--- src/rtl/wdog_pkg.sv ---
package wdog_pkg;
   localparam int REG_W    = 32;
   localparam int CNT_W    = 16;
   localparam int CTL_W    = 8;
   localparam int CKS_W    = 3;
   localparam int N_DIV    = 1 << CKS_W;
   localparam int MAX_LOG2 = 12;

   localparam logic [REG_W-1:CNT_W] CNT_KEY = 16'h5A5A;
   localparam logic [REG_W-1:CTL_W] CTL_KEY = 24'hA5A5A5;

   localparam int OFS_COUNT = 0;
   localparam int OFS_CTRL  = 4;
   localparam int OFS_SPARE = 8;

   localparam int EN_BIT   = 7;
   localparam int BUSY_BIT = 5;
   localparam int OVF_BIT  = 4;

   typedef enum logic [1:0] {
      SEL_NONE,
      SEL_COUNT,
      SEL_CTRL,
      SEL_SPARE
   } reg_sel_e;

   function automatic int div_log2(input int idx);
      case (idx)
         0:       return 0;
         1:       return 2;
         2:       return 4;
         3:       return 5;
         4:       return 6;
         5:       return 7;
         6:       return 10;
         default: return MAX_LOG2;
      endcase
   endfunction
endpackage

--- src/rtl/wdog_decode.sv ---
module wdog_decode
   import wdog_pkg::*;
#(
   parameter int ADDR_W = 4
) (
   input  logic              we,
   input  logic [ADDR_W-1:0] addr,
   input  logic [REG_W-1:0]  wdata,
   output reg_sel_e          sel,
   output logic              count_wr,
   output logic              ctrl_wr,
   output logic              spare_wr
);
   logic count_key_ok;
   logic ctl_key_ok;

   assign count_key_ok = (wdata[REG_W-1:CNT_W] == CNT_KEY);
   assign ctl_key_ok   = (wdata[REG_W-1:CTL_W] == CTL_KEY);

   always_comb begin
      if (addr == ADDR_W'(OFS_COUNT))
         sel = SEL_COUNT;
      else if (addr == ADDR_W'(OFS_CTRL))
         sel = SEL_CTRL;
      else if (addr == ADDR_W'(OFS_SPARE))
         sel = SEL_SPARE;
      else
         sel = SEL_NONE;
   end

   assign count_wr = we && (sel == SEL_COUNT) && count_key_ok;
   assign ctrl_wr  = we && (sel == SEL_CTRL)  && ctl_key_ok;
   assign spare_wr = we && (sel == SEL_SPARE) && ctl_key_ok;
endmodule

--- src/rtl/wdog_prescaler.sv ---
module wdog_prescaler
   import wdog_pkg::*;
(
   input  logic             clk,
   input  logic             rst_n,
   input  logic             run,
   input  logic             restart,
   input  logic [CKS_W-1:0] cks,
   output logic             tick
);
   localparam int PH_W = (MAX_LOG2 > 0) ? MAX_LOG2 : 1;

   logic [PH_W-1:0] limit [N_DIV];
   logic [PH_W-1:0] phase_q;

   for (genvar i = 0; i < N_DIV; i++) begin : g_limit
      assign limit[i] = PH_W'((1 << div_log2(i)) - 1);
   end

   assign tick = run && (phase_q >= limit[cks]);

   always_ff @(posedge clk or negedge rst_n) begin
      if (!rst_n)
         phase_q <= '0;
      else if (restart || !run || tick)
         phase_q <= '0;
      else
         phase_q <= phase_q + 1'b1;
   end

   // restart always returns the phase to zero
   a_r9_phase_restart: assert property (@(posedge clk) disable iff (!rst_n)
      restart |=> (phase_q == '0));
endmodule

--- src/rtl/wdog_busy.sv ---
module wdog_busy #(
   parameter int HOLD = 3
) (
   input  logic clk,
   input  logic rst_n,
   input  logic start,
   output logic busy
);
   initial assert (HOLD >= 1) else $error("wdog_busy: HOLD must be at least 1");

   if (HOLD == 1) begin : g_single
      logic flag_q;
      always_ff @(posedge clk or negedge rst_n) begin
         if (!rst_n) flag_q <= 1'b0;
         else        flag_q <= start;
      end
      assign busy = flag_q;
   end else begin : g_count
      localparam int BW = $clog2(HOLD + 1);
      logic [BW-1:0] left_q;
      always_ff @(posedge clk or negedge rst_n) begin
         if (!rst_n)
            left_q <= '0;
         else if (start)
            left_q <= BW'(HOLD);
         else if (left_q != '0)
            left_q <= left_q - 1'b1;
      end
      assign busy = (left_q != '0);
   end
endmodule

--- src/rtl/keyed_wdog.sv ---
module keyed_wdog
   import wdog_pkg::*;
#(
   parameter int ADDR_W   = 4,
   parameter int BUSY_CYC = 3
) (
   input  logic              clk,
   input  logic              rst_n,
   input  logic              we,
   input  logic [ADDR_W-1:0] addr,
   input  logic [REG_W-1:0]  wdata,
   output logic [REG_W-1:0]  rdata,
   output logic              rst_req
);
   initial assert (ADDR_W >= 4) else $error("keyed_wdog: ADDR_W too small for the map");

   reg_sel_e         sel;
   logic             count_wr, ctrl_wr, spare_wr;
   logic             ctrl_acc, any_acc;
   logic             busy, tick, wrap;

   logic [CNT_W-1:0] count_q;
   logic [CKS_W-1:0] cks_q;
   logic             en_q;
   logic             ovf_q;
   logic [CTL_W-1:0] spare_q;
   logic             req_q;

   wdog_decode #(.ADDR_W(ADDR_W)) u_dec (
      .we       (we),
      .addr     (addr),
      .wdata    (wdata),
      .sel      (sel),
      .count_wr (count_wr),
      .ctrl_wr  (ctrl_wr),
      .spare_wr (spare_wr)
   );

   // an enabling write while the crossing is still pending is dropped
   assign ctrl_acc = ctrl_wr && !(busy && wdata[EN_BIT]);
   assign any_acc  = count_wr || ctrl_acc || spare_wr;

   wdog_busy #(.HOLD(BUSY_CYC)) u_busy (
      .clk   (clk),
      .rst_n (rst_n),
      .start (any_acc),
      .busy  (busy)
   );

   wdog_prescaler u_pre (
      .clk     (clk),
      .rst_n   (rst_n),
      .run     (en_q),
      .restart (count_wr),
      .cks     (cks_q),
      .tick    (tick)
   );

   assign wrap = tick && !count_wr && (count_q == '1);

   always_ff @(posedge clk or negedge rst_n) begin
      if (!rst_n)
         count_q <= '0;
      else if (count_wr)
         count_q <= wdata[CNT_W-1:0];
      else if (tick)
         count_q <= count_q + 1'b1;
   end

   always_ff @(posedge clk or negedge rst_n) begin
      if (!rst_n) begin
         cks_q <= '0;
         en_q  <= 1'b0;
      end else if (ctrl_acc) begin
         cks_q <= wdata[CKS_W-1:0];
         en_q  <= wdata[EN_BIT];
      end
   end

   always_ff @(posedge clk or negedge rst_n) begin
      if (!rst_n)
         ovf_q <= 1'b0;
      else if (wrap)
         ovf_q <= 1'b1;
      else if (ctrl_acc && !wdata[OVF_BIT])
         ovf_q <= 1'b0;
   end

   always_ff @(posedge clk or negedge rst_n) begin
      if (!rst_n)
         spare_q <= '0;
      else if (spare_wr)
         spare_q <= wdata[CTL_W-1:0];
   end

   always_ff @(posedge clk or negedge rst_n) begin
      if (!rst_n) req_q <= 1'b0;
      else        req_q <= wrap;
   end

   assign rst_req = req_q;

   always_comb begin
      rdata = '0;
      case (sel)
         SEL_COUNT: rdata[CNT_W-1:0] = count_q;
         SEL_CTRL: begin
            rdata[EN_BIT]    = en_q;
            rdata[BUSY_BIT]  = busy;
            rdata[OVF_BIT]   = ovf_q;
            rdata[CKS_W-1:0] = cks_q;
         end
         SEL_SPARE: rdata[CTL_W-1:0] = spare_q;
         default:   rdata = '0;
      endcase
   end

   // the request never lasts longer than one cycle
   a_r10_one_cycle: assert property (@(posedge clk) disable iff (!rst_n)
      rst_req |=> !rst_req);

   // a request is always accompanied by the sticky flag
   a_r10_req_flag: assert property (@(posedge clk) disable iff (!rst_n)
      rst_req |-> ovf_q);

   // the flag only drops through an accepted clearing write
   a_r6_sticky: assert property (@(posedge clk) disable iff (!rst_n)
      (ovf_q && !(ctrl_acc && !wdata[OVF_BIT])) |=> ovf_q);

   // a disabled timer holds its count
   a_r5_frozen: assert property (@(posedge clk) disable iff (!rst_n)
      (!en_q && !count_wr) |=> $stable(count_q));

   // every accepted write raises the busy flag
   a_r7_busy_rise: assert property (@(posedge clk) disable iff (!rst_n)
      any_acc |=> busy);

   // no enabling while busy
   a_r8_no_enable: assert property (@(posedge clk) disable iff (!rst_n)
      (busy && !en_q && ctrl_wr && wdata[EN_BIT]) |=> !en_q);

   // a wrong key at the count offset leaves a stopped count alone
   a_r2_key_guard: assert property (@(posedge clk) disable iff (!rst_n)
      (we && addr == ADDR_W'(OFS_COUNT) && wdata[REG_W-1:CNT_W] != CNT_KEY && !en_q)
      |=> $stable(count_q));
endmodule

--- config.mk ---
export PLATFORM = sky130hd
export DESIGN_NAME = keyed_wdog
export DESIGN_NICKNAME = d
export VERILOG_FILES = /design/src/rtl/wdog_pkg.sv /design/src/rtl/wdog_decode.sv /design/src/rtl/wdog_prescaler.sv /design/src/rtl/wdog_busy.sv /design/src/rtl/keyed_wdog.sv
export SDC_FILE = /design/constraint.sdc
export NUM_CORES = 1
export LEC_CHECK = 0
export ABC_AREA = 1
export BUFFER_PORTS_ARGS = -buffer_cell sky130_fd_sc_hd__buf_4
export CORE_MARGIN = 2
export CORE_UTILIZATION = 55
export CTS_CLUSTER_DIAMETER = 80
export DETAILED_ROUTE_END_ITERATION = 6
export GPL_TIMING_DRIVEN = 0
export PLACE_DENSITY = 0.77
export SETUP_SLACK_MARGIN = 0.02
export SLEW_MARGIN = 0
export SYNTH_ARGS = -nofsm -noshare
export SYNTH_HDL_FRONTEND = slang
export SYNTH_SLANG_ARGS = --single-unit
--- constraint.sdc ---
create_clock -name clk -period 2.27 [get_ports clk]
set_input_delay 0.227 -clock clk [delete_from_list [all_inputs] [get_ports clk]]
set_output_delay 0.227 -clock clk [all_outputs]
set_load 0.01 [all_outputs]
Word level (Yosys, flattened, before mapping)
Memory sizes are Yosys's and may differ from the RTL's. Cells that the tools add are included.

Register bits after elaboration: 44. Memory bits (read-only): 96. Input port bits: 39. Output and inout port bits: 33. Logic and storage cells: 66. Memories kept: 1.

Memory list: (name not given) (depth 8, width 12, read ports 1, clocked after memory_dff 0, write ports 0, line wdog_prescaler.sv:20) `assign tick = run && (phase_q >= limit[cks]);`.

Add/subtract/negate cells: 3. $lt $le $gt $ge: 2. Eq/ne operators: 8. Muxes and demuxes: 18. Bitwise gates (word level): 1. Reduce and logical (&&, ||, !) cells: 25.

Operators by type and width (number): 12-bit two-way mux (3); 16-bit two-way mux (2); 24-bit == test (second input constant) (1); 16-bit by 1-bit adder with 16-bit output (second input constant) (1); 16-bit by 15-bit == test with 1-bit output (second input constant) (1); 16-bit == test (second input constant) (1); 12-bit by 1-bit adder with 12-bit output (second input constant) (1); 12-bit >= comparator (1); 1-bit logical AND (12); 2-bit two-way mux (5); 3-bit one-hot mux with 3 select lines (1); 8-bit two-way mux (1); 2-bit nonzero test (4); 2-bit one-hot mux with 3 select lines (1); 2-bit == test (second input constant) (2); 4-bit by 3-bit == test with 1-bit output (second input constant) (1); 4-bit == test (second input constant) (1); 4-bit >= comparator (second input constant) (1); 1-bit zero test (4); 4-bit zero test (1); 1-bit logical OR (4); 3-bit NOT with 4-bit output (1); 1-bit one-hot mux with 2 select lines (2); 1-bit one-hot mux with 3 select lines (1); other kinds (3) (4).

Depth between registers and ports, before layout
Gate-level depths: netlist of the first run.

Word-level depth: 11. Gate-level depth with buffers: 15. Gate-level depth less buffers: 14.

By module
Synthesis of the first run repeated with hierarchy kept, for this count alone.

Cells, all modules: 447. Area, all modules: 3196.8 um2.

By module, submodules not included: keyed_wdog (instances 1, cells an instance 249, area an instance 1838.0 um2); wdog_prescaler (instances 1, cells an instance 122, area an instance 977.2 um2); wdog_decode (instances 1, cells an instance 62, area an instance 260.2 um2); wdog_busy (instances 1, cells an instance 14, area an instance 121.4 um2).

Least setup slack after synthesis of the first run
Ideal clock, no wire load.

Path kind: register to register. Start point: reg cks_q[1]. End point: reg count_q[5]. Arrival: 1.725 ns. Path slack: 0.428 ns. Cell stages (with the launch flop): 16. Period minus slack after synthesis: 1.842 ns. Cells stage by stage: dfrtp_1 > nor2_1 > nand2_1 > inv_1 > ha_1 > nand2_1 > nand3_1 > nand2_1 > nand2_1 > nand2_1 > nand2_1 > nand2_2 > nand2_4 > buf_6 > nand2_1 > nand2_1.

Longest elaborated chain between the ends: 7.

RTL lines: from (decl) (line keyed_wdog.sv:23) `logic [CKS_W-1:0] cks_q;`; from (signal assigned) (line keyed_wdog.sv:75) `cks_q <= wdata[CKS_W-1:0];`; 3-bit NOT with 4-bit output (implied by the code) (line wdog_prescaler.sv:20); memory read 8 x 12 bit; 12-bit two-way mux (implied by the code) (2 in a row) (line wdog_prescaler.sv:20); 12-bit >= comparator (line wdog_prescaler.sv:20); 1-bit logical AND (line wdog_prescaler.sv:20); 2-bit nonzero test (no source line); to (signal assigned) (line keyed_wdog.sv:65) `count_q <= wdata[CNT_W-1:0];`; to (signal assigned) (line keyed_wdog.sv:67) `count_q <= count_q + 1'b1;`; to (decl) (line keyed_wdog.sv:22) `logic [CNT_W-1:0] count_q;`.

No other way between the ends. The select of a mux whose other input is x is not followed. A chain may end at the register's enable or synchronous reset.

Final worst setup path of the first run
Start point: reg cks_q[1]. End point: reg count_q[8].

Same word-level chain as after synthesis.

==> Flow_metrics.wiki, run 1 <==
{| class="wikitable"
! Metric !! Value
|-
| Run status || completed
|-
| Die height || 83.88 µm
|-
| Kind of launch point of the worst setup path || register
|-
| Synthesis-to-finish area growth || 20.50%
|-
| Xor and xnor area share after synthesis || 3.993%
|-
| Top achievable clock speed || 482.1 MHz
|-
| Slew of the pin with the lowest slew margin || 0.6961 ns
|-
| Number of antenna violations at the first check in global routing || 0
|-
| Adder-cell share of the synthesized area || 5.348%
|-
| Final Slew Violations || 0
|-
| Worst-path fanout max || 10
|-
| First-pass GRT wire length || 15450 µm
|-
| Part of the total power dissipated in sequential elements || 48.3%
|-
| Total CTS buffers || 5
|-
| Count of placed standard cells in the final layout, fillers left out || 675
|-
| Clock period minus final worst setup slack || 2.074 ns
|-
| Ratio of cells with drive above 1 in the final layout || 19.06%
|-
| CTS Root Cell || sky130_fd_sc_hd__clkbuf_8
|-
| Insertion delay to the later sink of the worst-skew pair || 0.30 ns
|-
| Hold Path End || cks_q[1]$_DFFE_PN0P_
|-
| Clock tree from TritonCTS || yes
|-
| Chip width || 83.88 µm
|-
| Max Buffers Root-to-Sink || 2
|-
| Required time reported for the critical path endpoint || 2.51 ns
|-
| Initial Util || 55.91%
|-
| Number of optimization iterations in the first detailed-route pass || 6
|-
| Crit path DAT || 2.32 ns
|-
| Number of H-tree levels || 2
|-
| Sequential element share of the synthesized area || 31.37%
|-
| Reg-to-Reg End || count_q[8]$_DFFE_PN0P_
|-
| Ys Warns || 0
|-
| Multiplexer area fraction after synthesis || 0%
|-
| Synth Area in Simple Gates || 43.39%
|-
| PnR Total Power || 1.692 mW
|-
| Drt drc || 0
|-
| Register bit total from synthesis || 44
|-
| HPWL Detailed || 6966 µm
|-
| Count of endpoints failing setup in the final report || 0
|-
| Dominant combinational cell family by area after synthesis || simple AND/OR/NAND/NOR gates
|-
| Clock-pin slew on the worst setup and hold paths || 0.08 ns
|-
| Type of the tightest min-delay check || in -> reg
|-
| Std-Cell Core Area || 6277 µm²
|-
| GRT Residual Overflow || 0
|-
| Number of nets in the final layout || 651
|-
| Internal power || 1.257 mW
|-
| Start point of the worst hold path || wdata[1]
|-
| Sw frac || 25.71%
|-
| Final WL || 8979 µm
|-
| Worst Hold Depth || 3
|-
| Slew HR || 53.42%
|-
| R2r worst-path depth || 14
|-
| Total vias in the final route || 3540
|-
| Worst setup path category || reg -> reg
|-
| Port bufs || 55
|-
| Synth Instances || 517
|-
| Largest net degree at the start of global routing || 45
|-
| TritonCTS sink count || 44
|-
| Antenna diodes || 0
|-
| Startpoint of the most critical register-to-register path || cks_q[1]$_DFFE_PN0P_
|-
| Std-Cell Rows || 29
|-
| Die area || 7036 µm²
|-
| Static Leak || 2.276 nW
|-
| Logic gate share of total power || 16.0%
|-
| Setup Skew || 0.004541 ns
|-
| Fin. Hold Viols || 0
|-
| Mean area per synthesized cell || 6.788 µm²
|-
| Sw Pwr || 0.4351 mW
|-
| Io pins || 72
|-
| Synthesized-area fraction occupied by ao, oa, aoi and oai cells || 3.850%
|-
| Number of violations reported at the end of detailed-routing iteration 0 || 252
|-
| Minimum setup slack among reg-to-reg paths || 0.20 ns
|-
| Final cycle utilization of the critical path || 91.37%
|-
| Worst hold slack || 0.1670 ns
|-
| Avg WL per Cell || 13.30 µm
|-
| Summed instance area of the synthesized netlist || 3510 µm²
|-
| Final Util || 67.37%
|-
| Combined global-route utilization of all metal layers || 26.82%
|-
| Vias/cell || 5.244
|-
| Slack of the critical path || 0.1959 ns
|-
| Worst-case vdd ir drop || 303.5 µV
|-
| Setup crit end kind || register
|-
| Fraction of power consumed by the clock network || 35.7%
|-
| Number of distinct standard cells referenced by the synthesized netlist || 35
|-
| RSZ-0062 raised after global routing || yes
|-
| Placer Congestion || 0.9216
|-
| Vias in the first global route || 3501
|-
| Max-cap check violation count || 0
|-
| Placement-stage worst setup slack || -0.02172 ns
|-
| Pwr/cell area || 400.1 nW/µm²
|-
| Number of placed instances, taps included || 664
|-
| Antenna Violating Nets Remaining || 0
|}
## worst max-delay path by stage
stage / startpoint / slack (ns) / endpoint / depth (start not counted)
final: cks_q[1]$_DFFE_PN0P_ / 0.20 / count_q[8]$_DFFE_PN0P_ / 14
after global routing: cks_q[1]$_DFFE_PN0P_ / 0.02 / u_pre.phase_q[7]$_DFF_PN0_ / 14
after CTS: cks_q[1]$_DFFE_PN0P_ / 0.07 / u_pre.phase_q[7]$_DFF_PN0_ / 14
after detailed placement: cks_q[1]$_DFFE_PN0P_ / -0.02 / u_pre.phase_q[7]$_DFF_PN0_ / 14
after global placement: cks_q[1]$_DFFE_PN0P_ / 0.07 / u_pre.phase_q[1]$_DFF_PN0_ / 14
after floorplan: cks_q[1]$_DFFE_PN0P_ / 0.43 / count_q[5]$_DFFE_PN0P_ / 15
## stage by stage
step | setup TNS, ns | instance area (µm²)
after detailed placement | -0.04535 | 4075
final | 0 | 4229
after global placement | 0 | 4075
after floorplan | 0 | 3566
after global routing | 0 | 4229
after CTS | 0 | 4200
## state kept, by name, indices dropped and copies added, names as in the netlist
signal / count
rst_req: 1
en_q: 1
cks_q: 3
u_busy.g_count.left_q: 2
ovf_q: 1
spare_q: 8
count_q: 16
u_pre.phase_q: 12
## layer usage
metal	GRT usage, %	vias to the layer above	wire (µm)
li1	-	1788	-
met1	32.79	1638	3750
met2	48.29	96	4624
met3	3.956	18	395
met4	8.651	0	209
met5	0	-	0
## worst max-delay path, cell delays in order, from the launching register on
cell	delay [ns]
sky130_fd_sc_hd__dfrtp_2	0.46
sky130_fd_sc_hd__nor2_4	0.14
sky130_fd_sc_hd__nand2_1	0.10
sky130_fd_sc_hd__inv_1	0.07
sky130_fd_sc_hd__ha_1	0.23
sky130_fd_sc_hd__nand2_1	0.07
sky130_fd_sc_hd__nand3_1	0.09
sky130_fd_sc_hd__nand2_1	0.07
sky130_fd_sc_hd__nand2_1	0.06
sky130_fd_sc_hd__nand2_1	0.06
sky130_fd_sc_hd__nand2_1	0.13
sky130_fd_sc_hd__nand2_4	0.15
sky130_fd_sc_hd__buf_2	0.23
sky130_fd_sc_hd__nand3_1	0.10
sky130_fd_sc_hd__nand2_1	0.08
## layout make-up
type	count	area [µm²]
clock buffers	6	72.57
plain buffers	27	205.2
well taps	77	96.34
clock inverters	2	35.03
multi-input cells	403	2061
inverters	58	217.7
flip-flops and latches	44	1104
repair buffers	58	437.9
fillers	569	2048
## logic make-up (layout without fill, tap and decap cells)
group / count (synthesis) / in the layout
AOI/OAI and AO/OA: 22 / 22
other: 1 / 16
xor gates and xnor gates: 16 / 16
and+or+nand+nor: 334 / 334
adders and majority gates: 15 / 15
DFF: 44 / 44
buffers and inverters: 85 / 151
## power groups by stage
stage	Clock (mW)	Sequential (mW)	Combinational [mW]
after floorplan	0	0.831	0.153
after global placement	0	0.832	0.261
after detailed placement	0	0.833	0.270
after CTS	0.612	0.817	0.273
after global routing	0.647	0.820	0.308
final	0.605	0.817	0.270
## synth_stat cells, drive strengths merged
library cell  count  area share [%]
nand3            53             8.0
o31ai             1            0.21
nor3              8             1.7
o21ai             9             1.3
a32o              1            0.29
nand2           176              19
o221ai            2            0.50
xor2             13             3.2
dfrtp            44              31
inv              57             6.1
xnor2             3            0.75
nor2             68             8.7
conb              1            0.11
o21bai            1            0.21
buf              26             5.6
ha               15             5.3
nor4              1            0.18
clkbuf            1            0.11
nand4            28             5.4
a21oi             5            0.71
o211ai            3            0.64
clkinv            1            0.11
## cells in the final DEF (no fill, tap or decap), types with 2 or more instances in the layout
master,count
sky130_fd_sc_hd__buf_2,5
sky130_fd_sc_hd__clkbuf_1,2
sky130_fd_sc_hd__o21ai_1,4
sky130_fd_sc_hd__xor2_1,13
sky130_fd_sc_hd__dfrtp_2,2
sky130_fd_sc_hd__nor2_2,3
sky130_fd_sc_hd__nand2_1,173
sky130_fd_sc_hd__dfrtp_1,42
sky130_fd_sc_hd__clkbuf_8,5
sky130_fd_sc_hd__nand4_1,27
sky130_fd_sc_hd__nor2_1,59
sky130_fd_sc_hd__inv_2,3
sky130_fd_sc_hd__nor3_1,5
sky130_fd_sc_hd__buf_4,73
sky130_fd_sc_hd__nand3_2,3
sky130_fd_sc_hd__ha_1,15
sky130_fd_sc_hd__o211ai_1,3
sky130_fd_sc_hd__inv_1,54
sky130_fd_sc_hd__nor2_4,5
sky130_fd_sc_hd__nor3_2,2
sky130_fd_sc_hd__nand3_1,50
sky130_fd_sc_hd__buf_6,5
sky130_fd_sc_hd__a21oi_1,5
sky130_fd_sc_hd__xnor2_1,3
sky130_fd_sc_hd__o21ai_0,5
sky130_fd_sc_hd__nand2_4,3
sky130_fd_sc_hd__o221ai_1,2
sky130_fd_sc_hd__conb_1,16
## repair_timing
action,4_1_cts,5_1_grt
hold buffers,1,0
buffers inserted,0,2
gates resized for setup,2,5
pin swaps,0,1
hold endpoints to repair,44,0
cloned,0,0
setup endpoints to repair,20,20
(Power assumes the default switching activity.)
==> run 2: changes to the inputs <==
--- a/config.mk
+++ b/config.mk
@@ -7,6 +7,7 @@
 export LEC_CHECK = 0
 export ABC_AREA = 1
 export BUFFER_PORTS_ARGS = -buffer_cell sky130_fd_sc_hd__buf_4
+export CORE_ASPECT_RATIO = 1.75
 export CORE_MARGIN = 2
 export CORE_UTILIZATION = 55
 export CTS_CLUSTER_DIAMETER = 80
==> Flow_metrics.wiki, run 2 (same netlist as run 1, synthesis figures left out) <==
{| class="wikitable"
! Metric !! Value
|-
| Synthesis-to-finish area growth || 21.21% (was 20.50%)
|-
| Number of antenna violations at the first check in global routing || 0 (unchanged)
|-
| Hold Path End || cks_q[2]$_DFFE_PN0P_ (was cks_q[1]$_DFFE_PN0P_)
|-
| Combined global-route utilization of all metal layers || 28.87% (was 26.82%)
|-
| Worst-path fanout max || 10 (unchanged)
|-
| Final WL || 9829 µm (was 8979 µm)
|-
| Slew of the pin with the lowest slew margin || 0.6233 ns (was 0.6961 ns)
|-
| Required time reported for the critical path endpoint || 2.48 ns (was 2.51 ns)
|-
| Count of placed standard cells in the final layout, fillers left out || 679 (was 675)
|-
| Setup crit end kind || register (unchanged)
|-
| Top library cells by usage in the layout, fill and taps aside || sky130_fd_sc_hd__nand2_1, sky130_fd_sc_hd__buf_4, sky130_fd_sc_hd__nor2_1 (unchanged)
|-
| Port bufs || 55 (unchanged)
|-
| Number of violations reported at the end of detailed-routing iteration 0 || 208 (was 252)
|-
| Number of placed instances, taps included || 667 (was 664)
|-
| Kind of launch point of the worst setup path || register (unchanged)
|-
| Most common cell after layout, fill and taps aside || sky130_fd_sc_hd__nand2_1 (unchanged)
|-
| Minimum setup slack among reg-to-reg paths || 0.20 ns (about the same)
|-
| Number of optimization iterations in the first detailed-route pass || 5 (was 6)
|-
| Final Slew Violations || 0 (unchanged)
|-
| CTS Root Cell || sky130_fd_sc_hd__clkbuf_8 (unchanged)
|-
| TritonCTS sink count || 44 (unchanged)
|-
| Accumulated negative setup slack || 0 ns (unchanged)
|-
| Total CTS buffers || 5 (unchanged)
|-
| Slew HR || 58.29% (was 53.42%)
|-
| Initial Util || 56.78% (was 55.91%)
|-
| GRT Residual Overflow || 0 (unchanged)
|-
| Total vias in the final route || 3560 (was 3540)
|-
| Sw Pwr || 0.4774 mW (was 0.4351 mW)
|-
| Startpoint of the most critical register-to-register path || cks_q[1]$_DFFE_PN0P_ (unchanged)
|-
| CP cell instances || nand2_1, ha_1, nand2_1, nor2_1, inv_1, nor2_1, nand2_1, nand2_2, nand2_4, clkbuf_4, nand3_1, nand2_1 (was nor2_4, nand2_1, inv_1, ha_1, nand2_1, nand3_1, nand2_1, nand2_1, nand2_1, nand2_1, nand2_4, buf_2, nand3_1, nand2_1)
|-
| Avg WL per Cell || 14.48 µm (was 13.30 µm)
|-
| Worst Hold Depth || 3 (unchanged)
|-
| PnR Total Power || 1.739 mW (was 1.692 mW)
|-
| HPWL Detailed || 7614 µm (was 6966 µm)
|-
| Final Util || 68.83% (was 67.37%)
|-
| Fin. Hold Viols || 0 (unchanged)
|-
| Crit-path most repeated cell || sky130_fd_sc_hd__nand2_1 (unchanged)
|-
| Static Leak || 2.286 nW (was 2.276 nW)
|-
| Pwr/cell area || 408.9 nW/µm² (was 400.1 nW/µm²)
|-
| Max-cap check violation count || 0 (unchanged)
|-
| Die height || 109.7 µm (was 83.88 µm)
|-
| Internal power || 1.262 mW (was 1.257 mW)
|-
| Io pins || 72 (unchanged)
|-
| Clock-pin slew on the worst setup and hold paths || 0.09 ns (was 0.08 ns)
|-
| Flip-flop count of the largest register after layout || 16 (unchanged)
|-
| Critical Path Slowest Stage Cell || sky130_fd_sc_hd__dfrtp_2 (unchanged)
|-
| First-pass GRT wire length || 15630 µm (was 15450 µm)
|-
| Logic gate share of total power || 15.5% (was 16.0%)
|-
| Setup Skew || 0.01187 ns (was 0.004541 ns)
|-
| Clock period minus final worst setup slack || 2.075 ns (was 2.074 ns)
|-
| Metal3 WL || 312 µm (was 395 µm)
|-
| Final cycle utilization of the critical path || 91.39% (was 91.37%)
|-
| Crit path DAT || 2.28 ns (was 2.32 ns)
|-
| Worst hold slack || 0.1525 ns (was 0.1670 ns)
|-
| Vias in the first global route || 3418 (was 3501)
|-
| Fraction of power consumed by the clock network || 37.5% (was 35.7%)
|-
| Max layer used || met4 (unchanged)
|-
| Antenna Violating Nets Remaining || 0 (unchanged)
|-
| Die area || 7061 µm² (was 7036 µm²)
|-
| Largest registers in the final layout || count_q (16), u_pre.phase_q (12), spare_q (8) (unchanged)
|-
| Amount of wire on met2 after detailed routing || 5601 µm (was 4624 µm)
|-
| Part of the total power dissipated in sequential elements || 47.1% (was 48.3%)
|-
| M1 wire length || 3587 µm (was 3750 µm)
|-
| Register with the most flip-flops || count_q (unchanged)
|-
| Max Buffers Root-to-Sink || 2 (unchanged)
|-
| Top achievable clock speed || 482.0 MHz (was 482.1 MHz)
|-
| RSZ-0062 raised after global routing || no (was yes)
|-
| Largest net degree at the start of global routing || 45 (unchanged)
|-
| R2r worst-path depth || 12 (was 14)
|-
| Run status || completed (unchanged)
|-
| Filler instances || 577 (was 569)
|-
| Chip width || 64.39 µm (was 83.88 µm)
|-
| Std-Cell Rows || 38 (was 29)
|-
| Insertion delay to the later sink of the worst-skew pair || 0.32 ns (was 0.30 ns)
|-
| Number of H-tree levels || 2 (unchanged)
|-
| Clock tree from TritonCTS || yes (unchanged)
|-
| Type of the tightest min-delay check || in -> reg (unchanged)
|-
| Number of nets in the final layout || 652 (was 651)
|-
| Start point of the worst hold path || wdata[2] (was wdata[1])
|-
| Delay of the slowest cell on the worst path || 0.45 ns (was 0.46 ns)
|-
| Worst-case vdd ir drop || 222.7 µV (was 303.5 µV)
|-
| Std-Cell Core Area || 6181 µm² (was 6277 µm²)
|-
| Drt drc || 0 (unchanged)
|-
| Count of endpoints failing setup in the final report || 0 (unchanged)
|-
| Antenna diodes || 0 (unchanged)
|-
| Worst setup path category || reg -> reg (unchanged)
|-
| Ratio of cells with drive above 1 in the final layout || 19.53% (was 19.06%)
|-
| Reg-to-Reg End || count_q[2]$_DFFE_PN0P_ (was count_q[8]$_DFFE_PN0P_)
|-
| Vias/cell || 5.243 (was 5.244)
|-
| Placer Congestion || 0.8733 (was 0.9216)
|-
| Sw frac || 27.44% (was 25.71%)
|}
==> run 2: repair_timing <==
item,4_1_cts,5_1_grt
endpoints found under the hold margin,44,0
hold buffers,1,0
resized for setup,2,7
buffers inserted,0,2
cloned,0,1
setup endpoints to repair,20,20
pin swaps,0,2
==> run 2: worst max path at each step <==
stage	slack (ns)	from	endpoint	cells past startpoint
after detailed placement	-0.07	cks_q[1]$_DFFE_PN0P_	u_pre.phase_q[5]$_DFF_PN0_	14
after global placement	-0.04	cks_q[1]$_DFFE_PN0P_	count_q[2]$_DFFE_PN0P_	14
final	0.20	cks_q[1]$_DFFE_PN0P_	count_q[2]$_DFFE_PN0P_	12
after global routing	0.03	cks_q[2]$_DFFE_PN0P_	u_pre.phase_q[5]$_DFF_PN0_	14
after CTS	0.05	cks_q[1]$_DFFE_PN0P_	u_pre.phase_q[5]$_DFF_PN0_	14
after floorplan	0.43	cks_q[1]$_DFFE_PN0P_	count_q[5]$_DFFE_PN0P_	15
==> run 2: power by group through the flow <==
stage	Combinational [mW]	Clock, mW	Sequential (mW)
after floorplan	0.153	0	0.831
after global placement	0.260	0	0.833
after detailed placement	0.266	0	0.834
after CTS	0.270	0.654	0.819
after global routing	0.301	0.684	0.821
final	0.269	0.652	0.818
==> run 2: per-stage QoR <==
step           area (µm²)  setup WS [ns]
3_3_place_gp         4079       -0.03624
2_1_floorplan        3566         0.4283
4_1_cts              4212        0.05195
5_1_grt              4254        0.02606
3_5_place_dp         4079       -0.07492
6_report             4254         0.1954
==> run 2: layer usage <==
| metal | vias up | GRT usage (%) |
|---|---|---|
| met5 | - | 0 |
| met4 | 0 | 12.46 |
| met3 | 22 | 3.275 |
| met2 | 88 | 57.66 |
| met1 | 1652 | 29.39 |
| li1 | 1798 | - |
==> run 2: area by class of cell <==
| cell class | count | area (µm²) | area share, % |
|---|---|---|---|
| clock inverters | 3 | 46.29 | 1.088 |
| plain buffers | 27 | 207.7 | 4.882 |
| repair buffers | 58 | 437.9 | 10.29 |
| well taps | 80 | 100.1 | 2.353 |
| flip-flops and latches | 44 | 1104 | 25.94 |
| clock buffers | 5 | 68.82 | 1.618 |
| multi-input cells | 404 | 2072 | 48.71 |
| inverters | 58 | 217.7 | 5.118 |
==> run 2: critical path, delay by kind of cell, from the launching register on <==
kind / cells / cell delay (ns)
simple gates: 9 / 0.89
fa+ha+maj: 1 / 0.33
flops: 1 / 0.45
buf+inv: 2 / 0.28
==> run 3: changes to the inputs <==
==> constraint.sdc (replaced) <==
create_clock -name clk -period 2.4 [get_ports clk]
set_input_delay 0.24 -clock clk [delete_from_list [all_inputs] [get_ports clk]]
set_output_delay 0.24 -clock clk [all_outputs]
set_load 0.01 [all_outputs]
==> Flow_metrics.wiki, run 3 (same netlist as run 1, synthesis figures left out) <==
{| class="wikitable"
! Metric !! Value
|-
| Flip-flop count of the largest register after layout || 16 (unchanged)
|-
| Die area || 7061 µm² (unchanged)
|-
| Initial Util || 56.78% (unchanged)
|-
| Clock tree from TritonCTS || yes (unchanged)
|-
| RSZ-0062 raised after global routing || no (unchanged)
|-
| Final Slew Violations || 0 (unchanged)
|-
| Drt drc || 3 (was 0)
|-
| Placer Congestion || 0.8733 (unchanged)
|-
| Minimum setup slack among reg-to-reg paths || 0.24 ns (was 0.20 ns)
|-
| Type of the tightest min-delay check || in -> reg (unchanged)
|-
| Required time reported for the critical path endpoint || 2.65 ns (was 2.48 ns)
|-
| Clock-pin slew on the worst setup and hold paths || 0.09 ns (about the same)
|-
| Setup Skew || 0.01200 ns (was 0.01187 ns)
|-
| Port bufs || 55 (unchanged)
|-
| Slew HR || 58.42% (was 58.29%)
|-
| Number of antenna violations at the first check in global routing || 0 (unchanged)
|-
| Combined global-route utilization of all metal layers || 28.85% (was 28.87%)
|-
| Final WL || 9679 µm (was 9829 µm)
|-
| Worst-case vdd ir drop || 215.4 µV (was 222.7 µV)
|-
| Filler instances || 587 (was 577)
|-
| Io pins || 72 (unchanged)
|-
| Most common cell after layout, fill and taps aside || sky130_fd_sc_hd__nand2_1 (unchanged)
|-
| Max-cap check violation count || 0 (unchanged)
|-
| HPWL Detailed || 7614 µm (unchanged)
|-
| Count of endpoints failing setup in the final report || 0 (unchanged)
|-
| Max Buffers Root-to-Sink || 2 (unchanged)
|-
| Crit path DAT || 2.41 ns (was 2.28 ns)
|-
| Number of nets in the final layout || 649 (was 652)
|-
| Vias in the first global route || 3420 (was 3418)
|-
| Post-CTS Setup Inserts || 0 (unchanged)
|-
| Total vias in the final route || 3534 (was 3560)
|-
| Number of violations reported at the end of detailed-routing iteration 0 || 195 (was 208)
|-
| Ratio of cells with drive above 1 in the final layout || 18.46% (was 19.53%)
|-
| Largest registers in the final layout || count_q (16), u_pre.phase_q (12), spare_q (8) (unchanged)
|-
| Top achievable clock speed || 462.7 MHz (was 482.0 MHz)
|-
| Insertion delay to the later sink of the worst-skew pair || 0.32 ns (about the same)
|-
| Area of the multi-input gates || 2058 µm² (was 2072 µm²)
|-
| Pwr/cell area || 390.0 nW/µm² (was 408.9 nW/µm²)
|-
| Failing checks || DRC
|-
| Static Leak || 2.269 nW (was 2.286 nW)
|-
| Worst-path fanout max || 10 (unchanged)
|-
| Total CTS buffers || 5 (unchanged)
|-
| Area of all sequential standard cells || 1101 µm² (was 1104 µm²)
|-
| Vias/cell || 5.228 (was 5.243)
|-
| Setup crit end kind || register (unchanged)
|-
| Worst setup path category || reg -> reg (unchanged)
|-
| Worst hold slack || 0.1662 ns (was 0.1525 ns)
|-
| CTS Root Cell || sky130_fd_sc_hd__clkbuf_8 (unchanged)
|-
| Avg WL per Cell || 14.32 µm (was 14.48 µm)
|-
| TritonCTS sink count || 44 (unchanged)
|-
| First-pass GRT wire length || 15610 µm (was 15630 µm)
|-
| Std-Cell Core Area || 6181 µm² (unchanged)
|-
| GRT Residual Overflow || 0 (unchanged)
|-
| Top library cells by usage in the layout, fill and taps aside || sky130_fd_sc_hd__nand2_1, sky130_fd_sc_hd__buf_4, sky130_fd_sc_hd__nor2_1 (unchanged)
|-
| Std-Cell Rows || 38 (unchanged)
|-
| Register with the most flip-flops || count_q (unchanged)
|-
| Fin. Hold Viols || 0 (unchanged)
|-
| Accumulated negative setup slack || 0 ns (unchanged)
|-
| Number of H-tree levels || 2 (unchanged)
|-
| Clock period minus final worst setup slack || 2.161 ns (was 2.075 ns)
|-
| Kind of launch point of the worst setup path || register (unchanged)
|-
| Number of optimization iterations in the first detailed-route pass || 7 (was 5)
|-
| Die height || 109.7 µm (unchanged)
|-
| Chip width || 64.39 µm (unchanged)
|-
| Antenna diodes || 0 (unchanged)
|-
| Antenna Violating Nets Remaining || 0 (unchanged)
|-
| Synthesis-to-finish area growth || 20.21% (was 21.21%)
|-
| Run status || finished, violations left (was completed)
|-
| Slew of the pin with the lowest slew margin || 0.6215 ns (was 0.6233 ns)
|-
| Final cycle utilization of the critical path || 90.06% (was 91.39%)
|-
| Largest net degree at the start of global routing || 45 (unchanged)
|}
## run 3: timing repair
action	in CTS	in global routing
hold buffers	1	0
setup endpoints to repair	0	26
gates resized for setup	0	4
endpoints found under the hold margin	44	0
## run 3: final cells by class
type | count | share of cell area [%]
multi-input combinational | 403 | 48.78
sequential | 44 | 26.10
timing repair buffer | 56 | 10.02
inverter | 58 | 5.160
buffer | 27 | 4.834
tap | 80 | 2.372
clock buffer | 5 | 1.631
clock inverter | 3 | 1.097
## run 3: worst max-delay path: stages, from the launching register on
cell and delay [ns]:
sky130_fd_sc_hd__dfrtp_1 0.48, sky130_fd_sc_hd__nor2_4 0.18, sky130_fd_sc_hd__nand2_1 0.11, sky130_fd_sc_hd__inv_1 0.07
sky130_fd_sc_hd__ha_1 0.23, sky130_fd_sc_hd__nand2_1 0.08, sky130_fd_sc_hd__nand3_1 0.09, sky130_fd_sc_hd__nand2_1 0.07
sky130_fd_sc_hd__nand2_1 0.06, sky130_fd_sc_hd__nand2_1 0.06, sky130_fd_sc_hd__nand2_1 0.12, sky130_fd_sc_hd__nand2_4 0.16
sky130_fd_sc_hd__nand3_2 0.11, sky130_fd_sc_hd__buf_4 0.19, sky130_fd_sc_hd__nor2_1 0.10
## run 3: metal layers
metal | vias up | share of wire, % | wire [µm] | global-route usage [%]
li1 | 1787 | - | - | -
met1 | 1631 | 37 | 3559 | 29.33
met2 | 99 | 57 | 5498 | 57.66
met3 | 17 | 3.7 | 360 | 3.275
met4 | 0 | 2.7 | 261 | 12.46
met5 | - | 0 | 0 | 0
## run 3: through the flow
| stage | instance area, µm² | setup slack [ns] | power (mW) | utilization (%) | std cells |
|---|---|---|---|---|---|
| 2_1_floorplan | 3566 | 0.5583 | 0.9311 | - | 532 |
| 5_1_grt | 4219 | 0.02302 | 1.708 | 68.26 | 676 |
| 3_3_place_gp | 4079 | 0.09376 | 1.033 | 65.99 | 667 |
| 4_1_cts | 4204 | 0.03709 | 1.648 | 68.02 | 676 |
| 6_report | 4219 | 0.2385 | 1.645 | 68.26 | 676 |
| 3_5_place_dp | 4079 | 0.05508 | 1.041 | 65.99 | 667 |
## run 3: worst paths after layout
check | from | to | cells past startpoint
hold reg to reg | spare_q[0]$_DFFE_PN0P_ | spare_q[0]$_DFFE_PN0P_ | 2
hold / removal | wdata[2] | cks_q[2]$_DFFE_PN0P_ | 3
setup / recovery | cks_q[1]$_DFFE_PN0P_ | u_pre.phase_q[5]$_DFF_PN0_ | 14
max in group asynchronous | rst_n | count_q[1]$_DFFE_PN0P_ | 2
min in group asynchronous | rst_n | spare_q[1]$_DFFE_PN0P_ | 2
setup reg to reg | cks_q[1]$_DFFE_PN0P_ | u_pre.phase_q[5]$_DFF_PN0_ | 14
## run 3: report_power, final
group          switching, mW  internal [mW]
logic                  0.137          0.118
registers             0.0122          0.762
clock network          0.303          0.314
